===== config.mk =====
export PLATFORM = sky130hd
export DESIGN_NAME = phy_test_bridge
export DESIGN_NICKNAME = d
export VERILOG_FILES = /design/src/rtl/ptb_pkg.sv /design/src/rtl/ptb_lane.sv /design/src/rtl/ptb_host_regs.sv /design/src/rtl/phy_test_bridge.sv
export SDC_FILE = /design/constraint.sdc
export NUM_CORES = 1
export LEC_CHECK = 0
export ABC_AREA = 1
export BUFFER_PORTS_ARGS = -buffer_cell sky130_fd_sc_hd__clkbuf_2
export CAP_MARGIN = 30
export CORE_UTILIZATION = 40
export CTS_CLUSTER_DIAMETER = 30
export DETAILED_ROUTE_END_ITERATION = 8
export PLACE_DENSITY = 0.56
export SLEW_MARGIN = 20
export SYNTH_ARGS = -nofsm -noshare
export SYNTH_HDL_FRONTEND = slang
export SYNTH_SLANG_ARGS = --single-unit

===== constraint.sdc =====
create_clock -name clk -period 3.5 [get_ports clk]
set_clock_uncertainty 0.1 [all_clocks]
set_input_delay 0.525 -clock clk [delete_from_list [all_inputs] [get_ports clk]]
set_output_delay 0.525 -clock clk [all_outputs]
set_load 0.01 [all_outputs]

===== src/rtl/ptb_pkg.sv =====
package ptb_pkg;

   localparam int unsigned OFS_PORT = 32'h0000;
   localparam int unsigned OFS_CMD  = 32'h2000;
   localparam int unsigned OFS_RB   = 32'h2004;
   localparam int unsigned OFS_RST  = 32'h200c;

   typedef enum logic [2:0] {
      ACC_PORT,
      ACC_CMD,
      ACC_RB,
      ACC_RST,
      ACC_NONE
   } acc_e;

endpackage


===== src/rtl/ptb_lane.sv =====
module ptb_lane #(
   parameter int DAT_W = 8,
   parameter int ADR_W = 5,
   parameter int DEPTH = 32,
   localparam int FIELD_W = DAT_W + ADR_W + 1
) (
   input  logic               clk,
   input  logic               rst_n,
   input  logic               cmd_wr,
   input  logic [FIELD_W-1:0] cmd_in,
   input  logic               rb_rd,
   output logic [FIELD_W-1:0] cmd_q,
   output logic [DAT_W-1:0]   rb_q
);

   logic             in_we;
   logic [ADR_W-1:0] in_adr;
   logic [DAT_W-1:0] in_dat;
   logic [ADR_W-1:0] cur_adr;
   logic             commit;
   logic             pend_q;
   logic [DAT_W-1:0] bank [DEPTH];

   initial begin
      depth_chk: assert (DEPTH == (1 << ADR_W))
         else $error("bank depth must match index width");
   end

   assign in_we   = cmd_in[0];
   assign in_adr  = cmd_in[ADR_W:1];
   assign in_dat  = cmd_in[FIELD_W-1:ADR_W+1];
   assign cur_adr = cmd_q[ADR_W:1];
   assign commit  = cmd_wr && in_we && !cmd_q[0];

   always_ff @(posedge clk) begin
      if (!rst_n) begin
         cmd_q <= '0;
      end else if (cmd_wr) begin
         cmd_q <= cmd_in;
      end
   end

   always_ff @(posedge clk) begin
      if (!rst_n) begin
         for (int i = 0; i < DEPTH; i++) bank[i] <= '0;
      end else if (commit) begin
         bank[in_adr] <= in_dat;
      end
   end

   always_ff @(posedge clk) begin
      if (!rst_n) begin
         pend_q <= 1'b0;
         rb_q   <= '0;
      end else if (cmd_wr) begin
         pend_q <= 1'b1;
      end else if (rb_rd && pend_q) begin
         pend_q <= 1'b0;
         rb_q   <= bank[cur_adr];
      end
   end


   commit_chk: assert property (@(posedge clk) disable iff (!rst_n)
      (cmd_wr && in_we && !cmd_q[0]) |=> bank[$past(in_adr)] == $past(in_dat));


   cmd_hold_chk: assert property (@(posedge clk) disable iff (!rst_n)
      !cmd_wr |=> $stable(cmd_q));


   rb_hold_chk: assert property (@(posedge clk) disable iff (!rst_n)
      !(rb_rd && pend_q) |=> $stable(rb_q));


   rb_load_chk: assert property (@(posedge clk) disable iff (!rst_n)
      (rb_rd && pend_q && !cmd_wr) |=> (rb_q == bank[$past(cur_adr)]) && !pend_q);

endmodule


===== src/rtl/ptb_host_regs.sv =====
module ptb_host_regs
   import ptb_pkg::*;
#(
   parameter int ADDR_W     = 14,
   parameter int NUM_PHY    = 2,
   parameter int LANE_SHIFT = 16,
   parameter int FIELD_W    = 14,
   parameter int DAT_W      = 8,
   parameter int PS_LSB     = 9,
   parameter int PS_W       = 3,
   parameter int MODE_BIT   = 8,
   parameter int REL_BIT    = 0
) (
   input  logic                                clk,
   input  logic                                rst_n,
   input  logic                                bus_sel,
   input  logic                                bus_wr,
   input  logic [ADDR_W-1:0]                   bus_addr,
   input  logic [31:0]                         bus_wdata,
   input  logic [NUM_PHY-1:0][FIELD_W-1:0]     lane_cmd,
   input  logic [NUM_PHY-1:0][DAT_W-1:0]       lane_rb,
   output logic                                cmd_wr,
   output logic                                rb_rd,
   output logic [31:0]                         bus_rdata,
   output logic                                phy_reset_n,
   output logic [PS_W-1:0]                     port_sel
);

   acc_e        acc;
   logic        rd_acc;
   logic        wr_acc;
   logic [31:0] rd_word;
   logic [PS_W-1:0] ps_q;
   logic        mode_q;
   logic        rel_q;
   logic        unused_wbits;

   assign unused_wbits = ^bus_wdata;

   always_comb begin
      if (bus_addr == ADDR_W'(OFS_PORT))      acc = ACC_PORT;
      else if (bus_addr == ADDR_W'(OFS_CMD))  acc = ACC_CMD;
      else if (bus_addr == ADDR_W'(OFS_RB))   acc = ACC_RB;
      else if (bus_addr == ADDR_W'(OFS_RST))  acc = ACC_RST;
      else                                    acc = ACC_NONE;
   end

   assign wr_acc = bus_sel && bus_wr;
   assign rd_acc = bus_sel && !bus_wr;
   assign cmd_wr = wr_acc && (acc == ACC_CMD);
   assign rb_rd  = rd_acc && (acc == ACC_RB);

   always_ff @(posedge clk) begin
      if (!rst_n) begin
         ps_q   <= '0;
         mode_q <= 1'b0;
         rel_q  <= 1'b0;
      end else if (wr_acc) begin
         if (acc == ACC_PORT) ps_q <= bus_wdata[PS_LSB +: PS_W];
         if (acc == ACC_RST) begin
            mode_q <= bus_wdata[MODE_BIT];
            rel_q  <= bus_wdata[REL_BIT];
         end
      end
   end

   assign port_sel    = ps_q;
   assign phy_reset_n = mode_q && rel_q;

   always_comb begin
      rd_word = '0;
      case (acc)
         ACC_PORT: rd_word[PS_LSB +: PS_W] = ps_q;
         ACC_CMD: begin
            for (int l = 0; l < NUM_PHY; l++)
               rd_word[l*LANE_SHIFT +: FIELD_W] = lane_cmd[l];
         end
         ACC_RB: begin
            for (int l = 0; l < NUM_PHY; l++)
               rd_word[l*LANE_SHIFT +: DAT_W] = lane_rb[l];
         end
         ACC_RST: begin
            rd_word[MODE_BIT] = mode_q;
            rd_word[REL_BIT]  = rel_q;
         end
         default: rd_word = '0;
      endcase
   end

   always_ff @(posedge clk) begin
      if (!rst_n) bus_rdata <= '0;
      else        bus_rdata <= rd_acc ? rd_word : '0;
   end


   undef_rd_chk: assert property (@(posedge clk) disable iff (!rst_n)
      (rd_acc && acc == ACC_NONE) |=> bus_rdata == '0);


   idle_rd_chk: assert property (@(posedge clk) disable iff (!rst_n)
      !rd_acc |=> bus_rdata == '0);


   mode_off_chk: assert property (@(posedge clk) disable iff (!rst_n)
      (wr_acc && acc == ACC_RST && !bus_wdata[MODE_BIT]) |=> !phy_reset_n);


   ps_hold_chk: assert property (@(posedge clk) disable iff (!rst_n)
      !(wr_acc && acc == ACC_PORT) |=> $stable(port_sel));

endmodule


===== src/rtl/phy_test_bridge.sv =====
module phy_test_bridge #(
   parameter int ADDR_W     = 14,
   parameter int NUM_PHY    = 2,
   parameter int LANE_SHIFT = 16,
   parameter int DAT_W      = 8,
   parameter int ADR_W      = 5,
   parameter int PS_LSB     = 9,
   parameter int PS_W       = 3,
   localparam int DEPTH     = 1 << ADR_W,
   localparam int FIELD_W   = DAT_W + ADR_W + 1
) (
   input  logic              clk,
   input  logic              rst_n,
   input  logic              bus_sel,
   input  logic              bus_wr,
   input  logic [ADDR_W-1:0] bus_addr,
   input  logic [31:0]       bus_wdata,
   output logic [31:0]       bus_rdata,
   output logic              phy_reset_n,
   output logic [PS_W-1:0]   port_sel
);

   initial begin
      nphy_chk: assert (NUM_PHY >= 1 && NUM_PHY <= 2)
         else $error("NUM_PHY must be 1 or 2");
      lane_fit_chk: assert (FIELD_W <= LANE_SHIFT && NUM_PHY * LANE_SHIFT <= 32)
         else $error("lane fields do not fit the command word");
      addr_fit_chk: assert (ADDR_W >= 14)
         else $error("address too narrow for register offsets");
   end

   logic                            cmd_wr;
   logic                            rb_rd;
   logic [NUM_PHY-1:0][FIELD_W-1:0] lane_cmd;
   logic [NUM_PHY-1:0][DAT_W-1:0]   lane_rb;

   generate
      for (genvar l = 0; l < NUM_PHY; l++) begin : g_lane
         ptb_lane #(
            .DAT_W (DAT_W),
            .ADR_W (ADR_W),
            .DEPTH (DEPTH)
         ) u_lane (
            .clk    (clk),
            .rst_n  (rst_n),
            .cmd_wr (cmd_wr),
            .cmd_in (bus_wdata[l*LANE_SHIFT +: FIELD_W]),
            .rb_rd  (rb_rd),
            .cmd_q  (lane_cmd[l]),
            .rb_q   (lane_rb[l])
         );
      end
   endgenerate

   ptb_host_regs #(
      .ADDR_W     (ADDR_W),
      .NUM_PHY    (NUM_PHY),
      .LANE_SHIFT (LANE_SHIFT),
      .FIELD_W    (FIELD_W),
      .DAT_W      (DAT_W),
      .PS_LSB     (PS_LSB),
      .PS_W       (PS_W),
      .MODE_BIT   (8),
      .REL_BIT    (0)
   ) u_regs (
      .clk         (clk),
      .rst_n       (rst_n),
      .bus_sel     (bus_sel),
      .bus_wr      (bus_wr),
      .bus_addr    (bus_addr),
      .bus_wdata   (bus_wdata),
      .lane_cmd    (lane_cmd),
      .lane_rb     (lane_rb),
      .cmd_wr      (cmd_wr),
      .rb_rd       (rb_rd),
      .bus_rdata   (bus_rdata),
      .phy_reset_n (phy_reset_n),
      .port_sel    (port_sel)
   );


   upper_rb_chk: assert property (@(posedge clk) disable iff (!rst_n)
      rb_rd |=> (bus_rdata[15:8] == 8'h00) && (bus_rdata[31:24] == 8'h00));

endmodule


# == Yosys cells after proc, flatten, opt, wreduce, memory -nomap -nowiden ==
# Memory sizes are Yosys's and may differ from the RTL's. A register that Yosys moved wholly into a read port is not among the register bits.
# Index checks and enable logic that the tools add are counted.
# word_totals
register_bits,67
latch_bits,0
mem_bits_rw,512
rom_bits,0
output_inout_bits,36
mem_count,2
# classes
addsub,0
multipliers,0
n_div,0
n_lt_le_gt_ge,0
eq_ne,6
n_shift,0
n_mux,26
bitwise,1
reduce_logical,28
# mem_list
memory,depth,width,rd,rd_ports_with_merged_regs,wr,line,text
g_lane[0].u_lane.bank,32,8,1,1,32,ptb_lane.sv:22,logic [DAT_W-1:0] bank [DEPTH];
g_lane[1].u_lane.bank,32,8,1,1,32,ptb_lane.sv:22,
# ops
op,count
equality test 14 bit (second input constant),3
2-to-1 mux 8 bit,2
case mux 8 bit (2 select lines),1
OR reduction 8 bit,2
zero test 14 bit,1
case mux 7 bit (2 select lines),1
2-to-1 mux 1 bit,13
2-to-1 mux 3 bit,4
logical AND 1 bit,11
2-to-1 mux 5 bit,2
AND reduction 2 bit,5
equality test 3 x 2 -> 1 bit (second input constant),2
case mux 3 bit (2 select lines),1
zero test 1 bit,5
nonzero test 2 bit,2
equality test 3 x 1 -> 1 bit (second input constant),1
zero test 3 bit,1
case mux 1 bit (3 select lines),1
AND reduction 3 bit,1
case mux 1 bit (2 select lines),1
NOT 1 bit,1

# == Longest topological paths before layout ==
# depth
ltp_word,14
ltp_mapped,11
depth_no_buf,9

# == By module ==
# Synthesis repeated with hierarchy kept, for this count alone.
# hier_totals
cells_unflattened,2789
hier_area_um2,26404.1
# by_module_without_submodules
module,instances,cells_each,area_each_um2,seq_area_each_um2
ptb_lane,2,1298,12421.9,8147.8
ptb_host_regs,1,193,1560.2,660.6

# == Worst setup path after synthesis ==
# Ideal clock, no wire load.
# synth_path
path_type,input port to flip-flop
from,in bus_addr[1]
to,mem g_lane[1].u_lane.bank[4][0] (enable)
setup_time_ns,0.329
arrival_ns,2.005
required_ns,3.071
setup_slack_ns,1.066
cell_stages,8
n_path_buf,1
cell_sequence,nor2_2 nand3_1 nor2_2 nand3_4 nor3_4 buf_6 nand4_4 nand2_1
# synth_rtl
element,line,text
"start, declared",phy_test_bridge.sv:16,"input logic [ADDR_W-1:0] bus_addr,"
"end, declared",ptb_lane.sv:22,

==> flow_metrics.tcl <==
set metrics [dict create \
    status "complete, no violations" \
    placed_cells 3908 \
    cp.arrival_ns 3.33 \
    drt-total-wl_um 77290 \
    grt_pass1_wl_um 117900 \
    whs_ns 0.04861 \
    crit_slowest_cell "dfxtp_4" \
    clk_pin_slew_ns 0.05 \
    grt_max_degree 97 \
    ir_drop_mv 0.4192 \
    layout_common_cells "nand2_1 (910), nor2_1 (552), edfxtp_1 (512)" \
    fmax_mhz 351.7 \
    fp-row-count 96 \
    crit_path_cell_trace "clkinv_2 > buf_12 > nand2_1 > nand3_1 > nand3_1 > nand3_1 > nand3_1 > nand3_1 > a21oi_1" \
    postCtsSetupRepairBufs 0 \
    cp-start-kind "register" \
    ios 86 \
    endpoint_kind "register" \
    p_per_area_mw_per_mm2 617.5 \
    coreArea_mm2 0.06895 \
    maxCapViolCount 0 \
    root_buffer "clkbuf_16" \
    ys_warn_count 0 \
    die_h_um 266.4 \
    nNetsFinal 3149 \
    tightest_slew_ns 0.9443 \
    power_frac_comb_pct 3.7 \
    antenna_found_initial 0 \
    total_power_mw 20.72 \
    synth.largest_area_cell "edfxtp_1" \
    period_minus_slack_ns 2.844 \
    gp_congestion 0.8766 \
    p_sw_mw 4.484 \
    die_width_um 266.4 \
    synth_area_leaders "edfxtp_1 (55%), nand2_1 (12%), nor2_1 (7.4%), nand3_1 (6.1%), dfxtp_1 (5.7%)" \
    period_share_pct 81.25 \
    grtUsageTotal_pct 21.83 \
    power_switching_share_pct 21.64 \
    synth_area_mm2 0.02797 \
    grt_setup_unrepaired "false" \
    fill_cells 6413 \
    io_buffer_count 77 \
    setup_viol 0 \
    avgRoutedWirePerCell_um 18.69 \
    ys_seq_area_share_pct 60.62 \
    dp.final_hpwl_um 47660 \
    relSlewSlack_pct 36.96 \
    worstSetupPathType "reg2reg" \
    cts_max_level 3 \
    clock_path_buffers 3 \
    drive_above_1_share_pct 13.48 \
    setup-tns-final_ns 0 \
    place_area_mm2 0.02925 \
    drt_iter0_drc 1890 \
    stdcell_count 4136 \
    yosysTopAreaCellShare_pct 54.97 \
    viasPerCell 5.138 \
    required_ns 3.98 \
    critPathBufInv 2 \
    crit_fanout 55 \
    fin_ws_ns 0.6563 \
    hold_violations 0 \
    pre_cts_ws_ns 0.4400 \
    clk_latency_ns 0.66 \
    via_count 21250 \
    cts_resized 0 \
    dieArea_mm2 0.07099 \
    drv_slew 0 \
    critPathTopFamily "buffers and inverters" \
    cts_hold_buf 0 \
    internal_power_mw 16.24 \
    final_core_util_pct 48.68 \
    gr-total-overflow 0 \
    clkPwrFrac_pct 57.5 \
    cts_buffers 119 \
    crit_top_cell "nand3_1" \
    fin_area_mm2 0.03356 \
    seqPwrFrac_pct 38.8 \
    start_util_pct 40.57 \
    power_leakage_nw 14.00 \
    synth-seq-cells 591 \
    final_common_cell "nand2_1" \
    num_antenna_cells 0 \
    syn_area_per_cell_um2 9.216 \
    grt_pass1_vias 20700 \
    synthCells 3035 \
    areaGrowthSynthToFinish_pct 19.99 \
    cts_tree "done" \
    yosysUniqueCellTypes 27 \
    drc 0 \
    min_path_type "in2reg" \
    slowest_delay_ns 0.62 \
    cts.sinks 591 \
    firstDrtPassIters 5 \
    postRouteAntennaNets 0 \
]
## kinds of logic (layout without fill, tap and decap cells)
family / count (synthesis) / count (layout) / synth area share (%)
and+or+nand+nor: 1891 / 1891 / 31.05
buffers and inverters: 435 / 602 / 6.106
AOI/OAI and AO/OA: 117 / 117 / 2.210
DFF: 591 / 591 / 60.62
other: 1 / 4 / 0.01341
## cell type report
type / count / area, um2 / area share, %
sequential: 591 / 16970 / 50.55
multi-input combinational: 2012 / 9319 / 27.77
clock buffer: 142 / 3241 / 9.655
tap: 931 / 1165 / 3.471
clock inverter: 85 / 1060 / 3.158
timing repair buffer: 136 / 913.4 / 2.721
inverter: 239 / 899.6 / 2.680
## per-layer routing
layer,track usage (%),vias to the layer above,part of all wire [%]
met3,3.469,149,7.6
met2,34.82,776,46
met1,30.27,10220,44
li1,-,10110,-
met4,7.316,0,2.3
met5,0,-,0
## worst register-to-register path, stage by stage, from the launching register on
cell and delay (ns):
dfxtp_4 0.62, clkinv_2 0.61, buf_12 0.42, nand2_1 0.13, nand3_1 0.08, nand3_1 0.16
nand3_1 0.20, nand3_1 0.17, nand3_1 0.13, a21oi_1 0.15
## sequential cells by signal, indices dropped and copies added, names as in the netlist
register,flops
g_lane.u_lane.bank,512
g_lane.u_lane.rb_q,16
u_regs.bus_rdata,28
u_regs.mode_q,1
u_regs.port_sel,3
g_lane.u_lane.cmd_q,28
u_regs.rel_q,1
g_lane.u_lane.pend_q,2
## path summary, 6_finish.rpt
path	slack [ns]	cells after the start	from	to
worst min-delay path	0.05	3	bus_wdata[0]	u_regs.rel_q
worst min register to register	0.34	2	g_lane[0].u_lane.cmd_q[12]	u_regs.bus_rdata[12]
worst max-delay path	0.66	9	g_lane[1].u_lane.cmd_q[1]	g_lane[1].u_lane.rb_q[1]
worst max register to register	0.66	9	g_lane[1].u_lane.cmd_q[1]	g_lane[1].u_lane.rb_q[1]
## synthesized netlist by cell type (all sizes together)
master / n
nand2: 910
nor2: 558
edfxtp: 512
nand3: 344
inv: 233
clkbuf: 156
dfxtp: 79
nand4: 65
o21ai: 56
a21oi: 50
buf: 40
nor3: 13
o211ai: 7
clkinv: 6
o32ai: 3
a2bb2oi: 1
conb: 1
nand3b: 1
## power by group through the flow
stage          clock network [mW]  logic (mW)  registers, mW
2_1_floorplan                   0       0.478           8.13
3_3_place_gp                    0       0.762           8.16
3_5_place_dp                    0       0.770           8.17
4_1_cts                      12.0       0.774           8.04
5_1_grt                      12.4       0.842           8.06
6_report                     11.9       0.777           8.04
(Power assumes the default switching activity.)
